--- src/rtl/sfinv_pkg.sv ---
package sfinv_pkg;
    typedef enum logic [2:0] {
        ST_IDLE,
        ST_LOOKUP,
        ST_SNOOP,
        ST_WBACK,
        ST_CLEAR
    } walk_st_e;

    typedef enum logic {
        FLT_EXT = 1'b0,
        FLT_INT = 1'b1
    } flt_e;

    localparam int ADDR_CTRL = 0;
    localparam int ADDR_SIZE = 1;
    localparam int BIT_GO_EXT = 0;
    localparam int BIT_GO_INT = 1;
    localparam int BIT_BUSY   = 2;
endpackage

--- src/rtl/sfinv_regs.sv ---
module sfinv_regs
    import sfinv_pkg::*;
#(
    parameter int ADDR_W = 2,
    parameter int DATA_W = 32,
    parameter int SIZE_W = 3
) (
    input  logic              clk,
    input  logic              rst_n,
    input  logic              reg_wr,
    input  logic [ADDR_W-1:0] reg_addr,
    input  logic [DATA_W-1:0] reg_wdata,
    output logic [DATA_W-1:0] reg_rdata,
    input  logic              busy,
    input  logic              resize_req,
    input  logic              resize_busy,
    output logic              resize_gnt,
    output logic              go_ext,
    output logic              go_int,
    output logic [SIZE_W-1:0] cache_size
);
    logic ctrl_wr;
    logic size_wr;
    logic trig_ok;

    assign ctrl_wr = reg_wr && (reg_addr == ADDR_W'(ADDR_CTRL));
    assign size_wr = reg_wr && (reg_addr == ADDR_W'(ADDR_SIZE));
    assign trig_ok = ctrl_wr && !busy && !resize_busy;

    assign go_ext = trig_ok && reg_wdata[BIT_GO_EXT];
    assign go_int = trig_ok && reg_wdata[BIT_GO_INT];

    // invalidation wins a same-cycle conflict
    assign resize_gnt = resize_req && !busy && !resize_busy && !go_ext && !go_int;

    always_ff @(posedge clk or negedge rst_n) begin
        if (!rst_n) begin
            cache_size <= '0;
        end else if (size_wr && !busy) begin
            cache_size <= reg_wdata[SIZE_W-1:0];
        end
    end

    always_comb begin
        reg_rdata = '0;
        if (reg_addr == ADDR_W'(ADDR_CTRL)) begin
            reg_rdata[BIT_BUSY] = busy;
        end else if (reg_addr == ADDR_W'(ADDR_SIZE)) begin
            reg_rdata[SIZE_W-1:0] = cache_size;
        end
    end

    AST_GNT_ONLY_IDLE: assert property (@(posedge clk) disable iff (!rst_n)
        resize_gnt |-> (!busy && !go_ext && !go_int));
    AST_NO_GO_IN_RESIZE: assert property (@(posedge clk) disable iff (!rst_n)
        resize_busy |-> !(go_ext || go_int));
    AST_SIZE_HELD_BUSY: assert property (@(posedge clk) disable iff (!rst_n)
        busy |=> $stable(cache_size));
endmodule

--- src/rtl/sfinv_walker.sv ---
module sfinv_walker
    import sfinv_pkg::*;
#(
    parameter int ENTRIES = 16,
    localparam int IDX_W = $clog2(ENTRIES)
) (
    input  logic             clk,
    input  logic             rst_n,
    input  logic             go_ext,
    input  logic             go_int,
    input  logic             resize_gnt,
    input  logic             resize_busy,
    input  logic             resize_step,
    input  logic             ent_valid,
    input  logic             ent_dirty,
    input  logic             snp_ack,
    input  logic             wb_ack,
    output logic [IDX_W-1:0] walk_idx,
    output logic             flt_sel,
    output logic             ent_clr,
    output logic             snp_req,
    output logic             wb_req,
    output logic             busy
);
    localparam logic [IDX_W-1:0] LAST_IDX = IDX_W'(ENTRIES - 1);

    walk_st_e         st_q, st_n;
    logic [IDX_W-1:0] idx_q, idx_n;
    flt_e             sel_q, sel_n;
    logic             pend_q, pend_n;
    logic             dirty_q, dirty_n;
    logic             adv;

    // next-state logic
    always_comb begin
        st_n    = st_q;
        idx_n   = idx_q;
        sel_n   = sel_q;
        pend_n  = pend_q;
        dirty_n = dirty_q;
        adv     = 1'b0;
        unique case (st_q)
            ST_IDLE: begin
                if (go_ext || go_int) begin
                    st_n   = ST_LOOKUP;
                    idx_n  = '0;
                    sel_n  = go_ext ? FLT_EXT : FLT_INT;
                    pend_n = go_ext && go_int;
                end else if (resize_gnt) begin
                    idx_n = '0;
                end else if (resize_busy && resize_step) begin
                    idx_n = (idx_q == LAST_IDX) ? '0 : idx_q + 1'b1;
                end
            end
            ST_LOOKUP: begin
                if (ent_valid) begin
                    dirty_n = ent_dirty;
                    st_n    = ST_SNOOP;
                end else begin
                    adv = 1'b1;
                end
            end
            ST_SNOOP: begin
                if (snp_ack) begin
                    st_n = dirty_q ? ST_WBACK : ST_CLEAR;
                end
            end
            ST_WBACK: begin
                if (wb_ack) begin
                    st_n = ST_CLEAR;
                end
            end
            ST_CLEAR: begin
                adv = 1'b1;
            end
            default: st_n = ST_IDLE;
        endcase

        if (adv) begin
            if (idx_q == LAST_IDX) begin
                if (sel_q == FLT_EXT && pend_q) begin
                    sel_n  = FLT_INT;
                    pend_n = 1'b0;
                    idx_n  = '0;
                    st_n   = ST_LOOKUP;
                end else begin
                    st_n = ST_IDLE;
                end
            end else begin
                idx_n = idx_q + 1'b1;
                st_n  = ST_LOOKUP;
            end
        end
    end

    // state register
    always_ff @(posedge clk or negedge rst_n) begin
        if (!rst_n) begin
            st_q    <= ST_IDLE;
            idx_q   <= '0;
            sel_q   <= FLT_EXT;
            pend_q  <= 1'b0;
            dirty_q <= 1'b0;
        end else begin
            st_q    <= st_n;
            idx_q   <= idx_n;
            sel_q   <= sel_n;
            pend_q  <= pend_n;
            dirty_q <= dirty_n;
        end
    end

    // outputs
    always_comb begin
        walk_idx = idx_q;
        flt_sel  = sel_q;
        busy     = (st_q != ST_IDLE);
        snp_req  = (st_q == ST_SNOOP);
        wb_req   = (st_q == ST_WBACK);
        ent_clr  = (st_q == ST_CLEAR);
    end

    AST_SNP_HELD: assert property (@(posedge clk) disable iff (!rst_n)
        (snp_req && !snp_ack) |=> snp_req);
    AST_SKIP_INVALID: assert property (@(posedge clk) disable iff (!rst_n)
        (st_q == ST_LOOKUP && !ent_valid) |=> !snp_req);
    AST_WB_AFTER_SNOOP: assert property (@(posedge clk) disable iff (!rst_n)
        $rose(wb_req) |-> $past(snp_ack));
    AST_WB_HELD: assert property (@(posedge clk) disable iff (!rst_n)
        (wb_req && !wb_ack) |=> wb_req);
    AST_CLR_AFTER_ACK: assert property (@(posedge clk) disable iff (!rst_n)
        ent_clr |-> $past(snp_ack || wb_ack));
    AST_EXT_THEN_INT: assert property (@(posedge clk) disable iff (!rst_n)
        ($past(busy) && busy && !$stable(flt_sel)) |-> (flt_sel == FLT_INT));
endmodule

--- src/rtl/sf_inval_seq.sv ---
module sf_inval_seq
    import sfinv_pkg::*;
#(
    parameter int ENTRIES = 16,
    parameter int ADDR_W  = 2,
    parameter int DATA_W  = 32,
    parameter int SIZE_W  = 3,
    localparam int IDX_W  = $clog2(ENTRIES)
) (
    input  logic              clk,
    input  logic              rst_n,
    input  logic              reg_wr,
    input  logic [ADDR_W-1:0] reg_addr,
    input  logic [DATA_W-1:0] reg_wdata,
    output logic [DATA_W-1:0] reg_rdata,
    input  logic              resize_req,
    output logic              resize_gnt,
    input  logic              resize_busy,
    input  logic              resize_step,
    output logic [SIZE_W-1:0] cache_size,
    output logic [IDX_W-1:0]  walk_idx,
    output logic              flt_sel,
    input  logic              ent_valid,
    input  logic              ent_dirty,
    output logic              ent_clr,
    output logic              snp_req,
    input  logic              snp_ack,
    output logic              wb_req,
    input  logic              wb_ack
);
    logic busy;
    logic go_ext;
    logic go_int;

    sfinv_regs #(
        .ADDR_W(ADDR_W),
        .DATA_W(DATA_W),
        .SIZE_W(SIZE_W)
    ) u_regs (
        .clk        (clk),
        .rst_n      (rst_n),
        .reg_wr     (reg_wr),
        .reg_addr   (reg_addr),
        .reg_wdata  (reg_wdata),
        .reg_rdata  (reg_rdata),
        .busy       (busy),
        .resize_req (resize_req),
        .resize_busy(resize_busy),
        .resize_gnt (resize_gnt),
        .go_ext     (go_ext),
        .go_int     (go_int),
        .cache_size (cache_size)
    );

    sfinv_walker #(
        .ENTRIES(ENTRIES)
    ) u_walker (
        .clk        (clk),
        .rst_n      (rst_n),
        .go_ext     (go_ext),
        .go_int     (go_int),
        .resize_gnt (resize_gnt),
        .resize_busy(resize_busy),
        .resize_step(resize_step),
        .ent_valid  (ent_valid),
        .ent_dirty  (ent_dirty),
        .snp_ack    (snp_ack),
        .wb_ack     (wb_ack),
        .walk_idx   (walk_idx),
        .flt_sel    (flt_sel),
        .ent_clr    (ent_clr),
        .snp_req    (snp_req),
        .wb_req     (wb_req),
        .busy       (busy)
    );
endmodule

--- config.mk ---
export PLATFORM = sky130hd
export DESIGN_NAME = sf_inval_seq
export DESIGN_NICKNAME = d
export VERILOG_FILES = /design/src/rtl/sfinv_pkg.sv /design/src/rtl/sfinv_regs.sv /design/src/rtl/sfinv_walker.sv /design/src/rtl/sf_inval_seq.sv
export SDC_FILE = /design/constraint.sdc
export NUM_CORES = 1
export LEC_CHECK = 0
export ABC_AREA = 1
export BUFFER_PORTS_ARGS = -buffer_cell sky130_fd_sc_hd__buf_4
export CELL_PAD_IN_SITES_DETAIL_PLACEMENT = 1
export CELL_PAD_IN_SITES_GLOBAL_PLACEMENT = 2
export CORE_UTILIZATION = 16
export CTS_CLUSTER_SIZE = 28
export DETAILED_ROUTE_END_ITERATION = 10
export PLACE_DENSITY = 0.82
export REMOVE_ABC_BUFFERS = 1
export SLEW_MARGIN = 0
export SYNTH_ARGS = -nofsm -noshare
export SYNTH_HDL_FRONTEND = slang
export SYNTH_HIERARCHICAL = 1
export SYNTH_SLANG_ARGS = --single-unit
--- constraint.sdc ---
create_clock -name clk -period 1.7 [get_ports clk]
set_clock_uncertainty 0.15 [all_clocks]
set_input_delay 0.34 -clock clk [delete_from_list [all_inputs] [get_ports clk]]
set_output_delay 0.34 -clock clk [all_outputs]
set_load 0.02 [all_outputs]
# Yosys cells after proc, flatten, opt, wreduce, memory -nomap -nowiden
# Cells that the tools add are included.
dict set report word_totals {
  reg_bits 13
  in_bits 44
  output_inout_bits 44
  wordCells 76
}
dict set report op_classes {
  add_sub_neg 1
  n_eq_ne 11
  muxes 33
  bitwise 1
  n_reduce_logical 24
}
# op n
set ops {}
lappend ops {{two-way mux 4 bit} 8}
lappend ops {{two-way mux 3 bit} 7}
lappend ops {{two-way mux 1 bit} 15}
lappend ops {{case mux 3 bit (5 select lines)} 1}
lappend ops {{logical AND 1 bit} 14}
lappend ops {{!= test 3 x 1 -> 1 bit (second input constant)} 3}
lappend ops {{== test 3 x 2 -> 1 bit (second input constant)} 2}
lappend ops {{AND reduction 5 bit} 1}
lappend ops {{adder 4 x 1 -> 4 bit (second input constant)} 1}
lappend ops {{== test 4 bit (second input constant)} 1}
lappend ops {{zero test 1 bit} 4}
lappend ops {{== test 3 x 1 -> 1 bit (second input constant)} 1}
lappend ops {{== test 3 bit (second input constant)} 1}
lappend ops {{zero test 3 bit} 1}
lappend ops {{!= test 3 x 2 -> 1 bit (second input constant)} 1}
lappend ops {{nonzero test 3 bit} 1}
lappend ops {{== test 2 x 1 -> 1 bit (second input constant)} 1}
lappend ops {{zero test 2 bit} 1}
lappend ops {{two-way mux 2 bit} 1}
lappend ops {{!= test 2 x 1 -> 1 bit (second input constant)} 1}
lappend ops {{case mux 1 bit (2 select lines)} 1}
lappend ops {{AND reduction 2 bit} 1}
lappend ops {{logical OR 1 bit} 1}
lappend ops {{inverter 1 bit} 1}

# Longest topological paths before layout
dict set report logic_depth {
  depth_word 14
  ltp_mapped 14
  mapped_depth_nobuf 14
}

# By module
# The synthesis kept the hierarchy.
# module instances cells_each area_each_um2 seq_area_each_um2
set by_module_without_submodules {}
lappend by_module_without_submodules {sfinv_walker 1 93 639.4 250.2}
lappend by_module_without_submodules {sfinv_regs 1 62 444.2 75.1}

# Least setup slack after synthesis
# No wires, ideal clock.
dict set report synth_path {
  path_type {register to register}
  startpoint {register u_walker.st_q[0]}
  endpoint {register u_walker.idx_q[0], in the netlist u_walker/walk_idx[0]}
  setup_time_ns 0.117
  t_arrival_ns 1.731
  t_required_ns 1.433
  path_slack_ns -0.298
  stages_incl_launch_ff 15
  n_path_buf 0
  synth_period_minus_slack_ns 1.998
  cell_sequence {dfrtp_1 -> nor2_2 -> nand2_2 -> inv_1 -> nand2_1 -> nor2_1 -> nand2_1 -> nor2_1 -> inv_1 -> nand2_1 -> nor2_1 -> nand2_1 -> nand2_2 -> nand3_1 -> nand2_1}
}
dict set report synth_between {
  elab_chain_len 14
  elab_cells_between_ends 23
  cone_classes {2 x eq/ne; 7 x mux; 14 x reduce/logical}
}
# element line
set synth_rtl {}
lappend synth_rtl {{start, declared} sfinv_walker.sv:27} ;# walk_st_e st_q, st_n;
lappend synth_rtl {{start signal, assigned} sfinv_walker.sv:105} ;# st_q <= st_n;
lappend synth_rtl {{nonzero test 3 bit (*)} sfinv_walker.sv:117} ;# busy = (st_q != ST_IDLE);
lappend synth_rtl {{named net busy} sf_inval_seq.sv:31} ;# logic busy;
lappend synth_rtl {{zero test 1 bit (*)} {sfinv_regs.sv:28, sfinv_regs.sv:34}}
lappend synth_rtl {{logical AND 1 bit (2 in a row)} sfinv_regs.sv:28} ;# assign trig_ok = ctrl_wr && !busy && !resize_busy;
lappend synth_rtl {{logical AND 1 bit} sfinv_regs.sv:30} ;# assign go_ext = trig_ok && reg_wdata[BIT_GO_EXT];
lappend synth_rtl {{zero test 1 bit} sfinv_regs.sv:34} ;# assign resize_gnt = resize_req && !busy && !resize_busy && !go_ext && !go_int;
lappend synth_rtl {{logical AND 1 bit} sfinv_regs.sv:34}
lappend synth_rtl {{logical AND 1 bit (*)} sfinv_regs.sv:34}
lappend synth_rtl {{named net resize_gnt} sf_inval_seq.sv:17} ;# output logic resize_gnt,
lappend synth_rtl {{two-way mux 4 bit (*)} sfinv_walker.sv:49} ;# end else if (resize_gnt) begin
lappend synth_rtl {{two-way mux 4 bit (*)} sfinv_walker.sv:44} ;# if (go_ext || go_int) begin
lappend synth_rtl {{two-way mux 4 bit (*)} sfinv_walker.sv:42} ;# unique case (st_q)
lappend synth_rtl {{two-way mux 4 bit} sfinv_walker.sv:81} ;# if (sel_q == FLT_EXT && pend_q) begin
lappend synth_rtl {{two-way mux 4 bit} sfinv_walker.sv:80} ;# if (idx_q == LAST_IDX) begin
lappend synth_rtl {{two-way mux 4 bit (*)} sfinv_walker.sv:79} ;# if (adv) begin
lappend synth_rtl {{named net u_walker.idx_n[0]} sfinv_walker.sv:28} ;# logic [IDX_W-1:0] idx_q, idx_n;
lappend synth_rtl {{end signal, assigned} sfinv_walker.sv:106} ;# idx_q <= idx_n;
lappend synth_rtl {{end, declared} sfinv_walker.sv:28}
# The timed path passes the listed nets; every way through them passes the cells marked *.
# A chain may end at the register's enable or synchronous reset.

# Worst setup path after layout
dict set report layout_path {
  startpoint {register u_walker.st_q[0]}
  endpoint {output port reg_rdata[2]}
}
dict set report layout_between {
  elab_chain_len 2
}
# element line
set layout_rtl {}
lappend layout_rtl {{nonzero test 3 bit} sfinv_walker.sv:117}
lappend layout_rtl {{named net busy} sf_inval_seq.sv:31}
lappend layout_rtl {{two-way mux 1 bit} sfinv_regs.sv:46} ;# if (reg_addr == ADDR_W'(ADDR_CTRL)) begin
lappend layout_rtl {{end, declared} sf_inval_seq.sv:15} ;# output logic [DATA_W-1:0] reg_rdata,
# The timed path passes the listed nets, and every way through them passes these cells.

==> results.toml <==
[worst_setup_path]
worst_ep_required_time_ns = 1.21
endpoint_kind = "output port"
crit_type = "register to output port"
crit_cells = 5
crit_path_frequent_cell = "buf_4"
crit_chain = "nor2_2 > nand2_2 > buf_4 > a22o_1 > buf_4"
cpMaxStageDelayCell = "dfrtp_1"
ff2ff_setup_slack_ns = -0.17
reg2reg_depth = 13
worst_path_largest_cell_delay_ns = 0.38
cp_max_fo = 6
critPathBufInv = 2
r2r-end = "u_walker/walk_idx[0]$_DFF_PN0_"
start_kind = "register"
cp.arrival_ns = 1.46
r2r-start = "u_walker/st_q[0]$_DFFE_PN0P_"
crit_family = "flip-flops"

[routing]
wl_per_cell_um = 10.1
antenna_left = 0
drt_first_pass_iters = 9
wirelength_mm = 2.83
vias = 1027
viasPerCell = 3.67
drc_errors = 4
dr.first_iter.drc_count = 24

[hold_path]
hold_depth = 3
min_path_type = "input port to register"
min-delay-start = "ent_dirty"
holdPathEnd = "u_walker/dirty_q$_DFFE_PN0P_"

[floorplanning]
fp.coreArea_um2 = 6460
die_area_um2 = 7100
die_w_um = 84.3
start_util_pct = 16.8
ios = 88
num_rows = 29
die_h_um = 84.3

[clock_network]
insertion_delay_ns = 0.24
clock_path_buffers = 2
root_buffer = "clkbuf_8"
path_clk_slew_ns = 0.06
cts.sinks = 13
cts_buffers = 3
cts_tree = "done"
htreeDepth = 1

[timing]
setup_tns_ns = -1.24
clock.fmax_mhz = 514
setup_viol = 9
period_needed_ns = 1.95
slew_violations = 0
fin_ws_ns = -0.247
rsz0062_at_grt = "true"
fin_crit_sh_pct = 115
hold_violations = 0

[cells_and_area]
final_core_util_pct = 24.1
area_growth_pct = 43.4
final_layout_size_suffix_gt1_share_pct = 37.9
post-route-cell-area_um2 = 1550
antenna_cells = 0
ff_latch_area_um2 = 325
multiInputGateArea_um2 = 623
fillers = 806
fin_nets = 249

[power_and_ir_drop]
power.density_nw_per_um2 = 1470
p_comb_share_pct = 63.8
total_power_uw = 2290
p_leak_uw = 0.000852
p_int_uw = 1200
p_sw_share_pct = 47.4
pwr-share-clk_pct = 12.2
max-vdd-ir-drop_mv = 0.324
seqPwrFrac_pct = 24.1
power_switching_uw = 1090

[synthesis]
yosysWarnings = 6
yosysTopAreaCellShare_pct = 30.0
netlist_instances = 155
synthesis.area_um2 = 1080
synth_flop_cell = "dfrtp_1"
synth_area_leaders = "dfrtp_1, buf_4, nand2_1"
synth_area_per_cell_um2 = 6.99
yosys.area.top_type = "dfrtp_1"
synthDistinctLibCells = 22
ys_ff_latch = 13
synthTopCellsByCount = "nand2_1, buf_4, inv_1"
synth.most_common_cell = "nand2_1"
async_reset_ff_share_pct = 100
seq_area_frac_synth_pct = 30.0
synth_edf_count = 0

[outcome]
status = "finished, violations left"
violations = "design-rule violations, negative setup slack"

[flow_run]
cap_violations = 0

[place]
portBuffers = 29
preCtsSetupSlack_ns = -0.192
placed_area_um2 = 1350
place.gp.congestion = 0.770
post-dp-hpwl_mm = 2.32

[grt]
overflow = 0
grt_use_total_pct = 8.48
grt_first_pass_wirelength_mm = 4.84
grt_pass1_vias = 1064
grt_max_degree = 14
antenna_found_initial = 0
-- state kept, by name, summed over array words and instances, names as in the netlist --
signal and count:
u_regs/cache_size 3, u_walker/st_q 3, u_walker/walk_idx 4, u_walker/dirty_q 1, u_walker/pend_q 1, u_walker/flt_sel 1
-- cells in the final DEF, fill, tap and decap left out, types with 6 or more instances in the layout --
master,netlist,final
nand3_1,10,6
inv_1,26,24
conb_1,1,29
buf_4,29,38
buf_6,0,6
nor2_2,4,6
nor2_1,13,8
nand2_1,32,27
dfrtp_1,13,13
-- power by group through the flow --
stage               Clock (uW)  Sequential [uW]  Combinational, uW
floorplan                    0              645                657
global placement             0              549               1230
detailed placement           0              555               1260
CTS                        289              551               1390
global route               310              572               1620
finish                     279              551               1460
-- kinds of logic after synthesis --
| family | after synthesis | synth area share [%] |
|---|---|---|
| and+or+nand+nor | 68 | 29.9 |
| buffers and inverters | 56 | 29.4 |
| AOI/OAI and AO/OA | 14 | 7.51 |
| DFF | 13 | 30.0 |
| xor gates and xnor gates | 2 | 1.62 |
| adders and majority gates | 1 | 1.15 |
| other | 1 | 0.346 |
-- per-stage QoR --
stage	hold WS, ns	instances
6_report	0.175	280
3_5_place_dp	0.0485	269
5_1_grt	0.188	280
4_1_cts	0.172	278
3_3_place_gp	0.0471	269
2_1_floorplan	-0.106	154
-- per-layer routing --
layer / part of all wire (%) / global-route usage [%]
met3: 3.6 / 0.492
met4: 2.3 / 4.70
met1: 44 / 10.1
met2: 50 / 15.3
met5: 0 / 0
-- layout make-up --
cell class                      count  share of cell area [%]
Multi-Input combinational cell    114                    40.1
Clock buffer                        4                    2.90
Sequential cell                    13                    20.9
Timing Repair Buffer               45                    23.3
Inverter                           27                    6.52
Tap cell                           77                    6.20
-- timing repair --
action                                  4_1_cts  5_1_grt
hold buffers                                  1        0
gates resized for setup                      20       10
setup buffers                                 4        2
endpoints found under the hold margin        13        0
endpoints found under the setup margin       12       14
pin swaps                                    19        5
-- worst max path at each step --
stage	from	to	slack, ns
6_report	u_walker/st_q[0]$_DFFE_PN0P_	reg_rdata[2]	-0.25
5_1_grt	u_walker/st_q[0]$_DFFE_PN0P_	resize_gnt	-0.36
4_1_cts	u_walker/st_q[1]$_DFFE_PN0P_	resize_gnt	-0.26
3_5_place_dp	u_walker/st_q[0]$_DFFE_PN0P_	u_walker/walk_idx[0]$_DFF_PN0_	-0.19
3_3_place_gp	u_walker/st_q[0]$_DFFE_PN0P_	u_walker/walk_idx[0]$_DFF_PN0_	-0.11
2_1_floorplan	u_walker/st_q[0]$_DFFE_PN0P_	u_walker/walk_idx[0]$_DFF_PN0_	-0.30
-- worst reg2reg max path: stages, from the launching register on --
cell     delay [ns]
dfrtp_1        0.38
nor2_2         0.15
nand2_2        0.11
nor2_4         0.10
nand3_1        0.09
nor2_2         0.16
buf_4          0.14
nor2_4         0.05
nand2_2        0.08
nor2_1         0.04
nand2_1        0.09
nand2_4        0.08
nand3_2        0.07
nand2_1        0.05
Power figures use the tool's default switching activity.
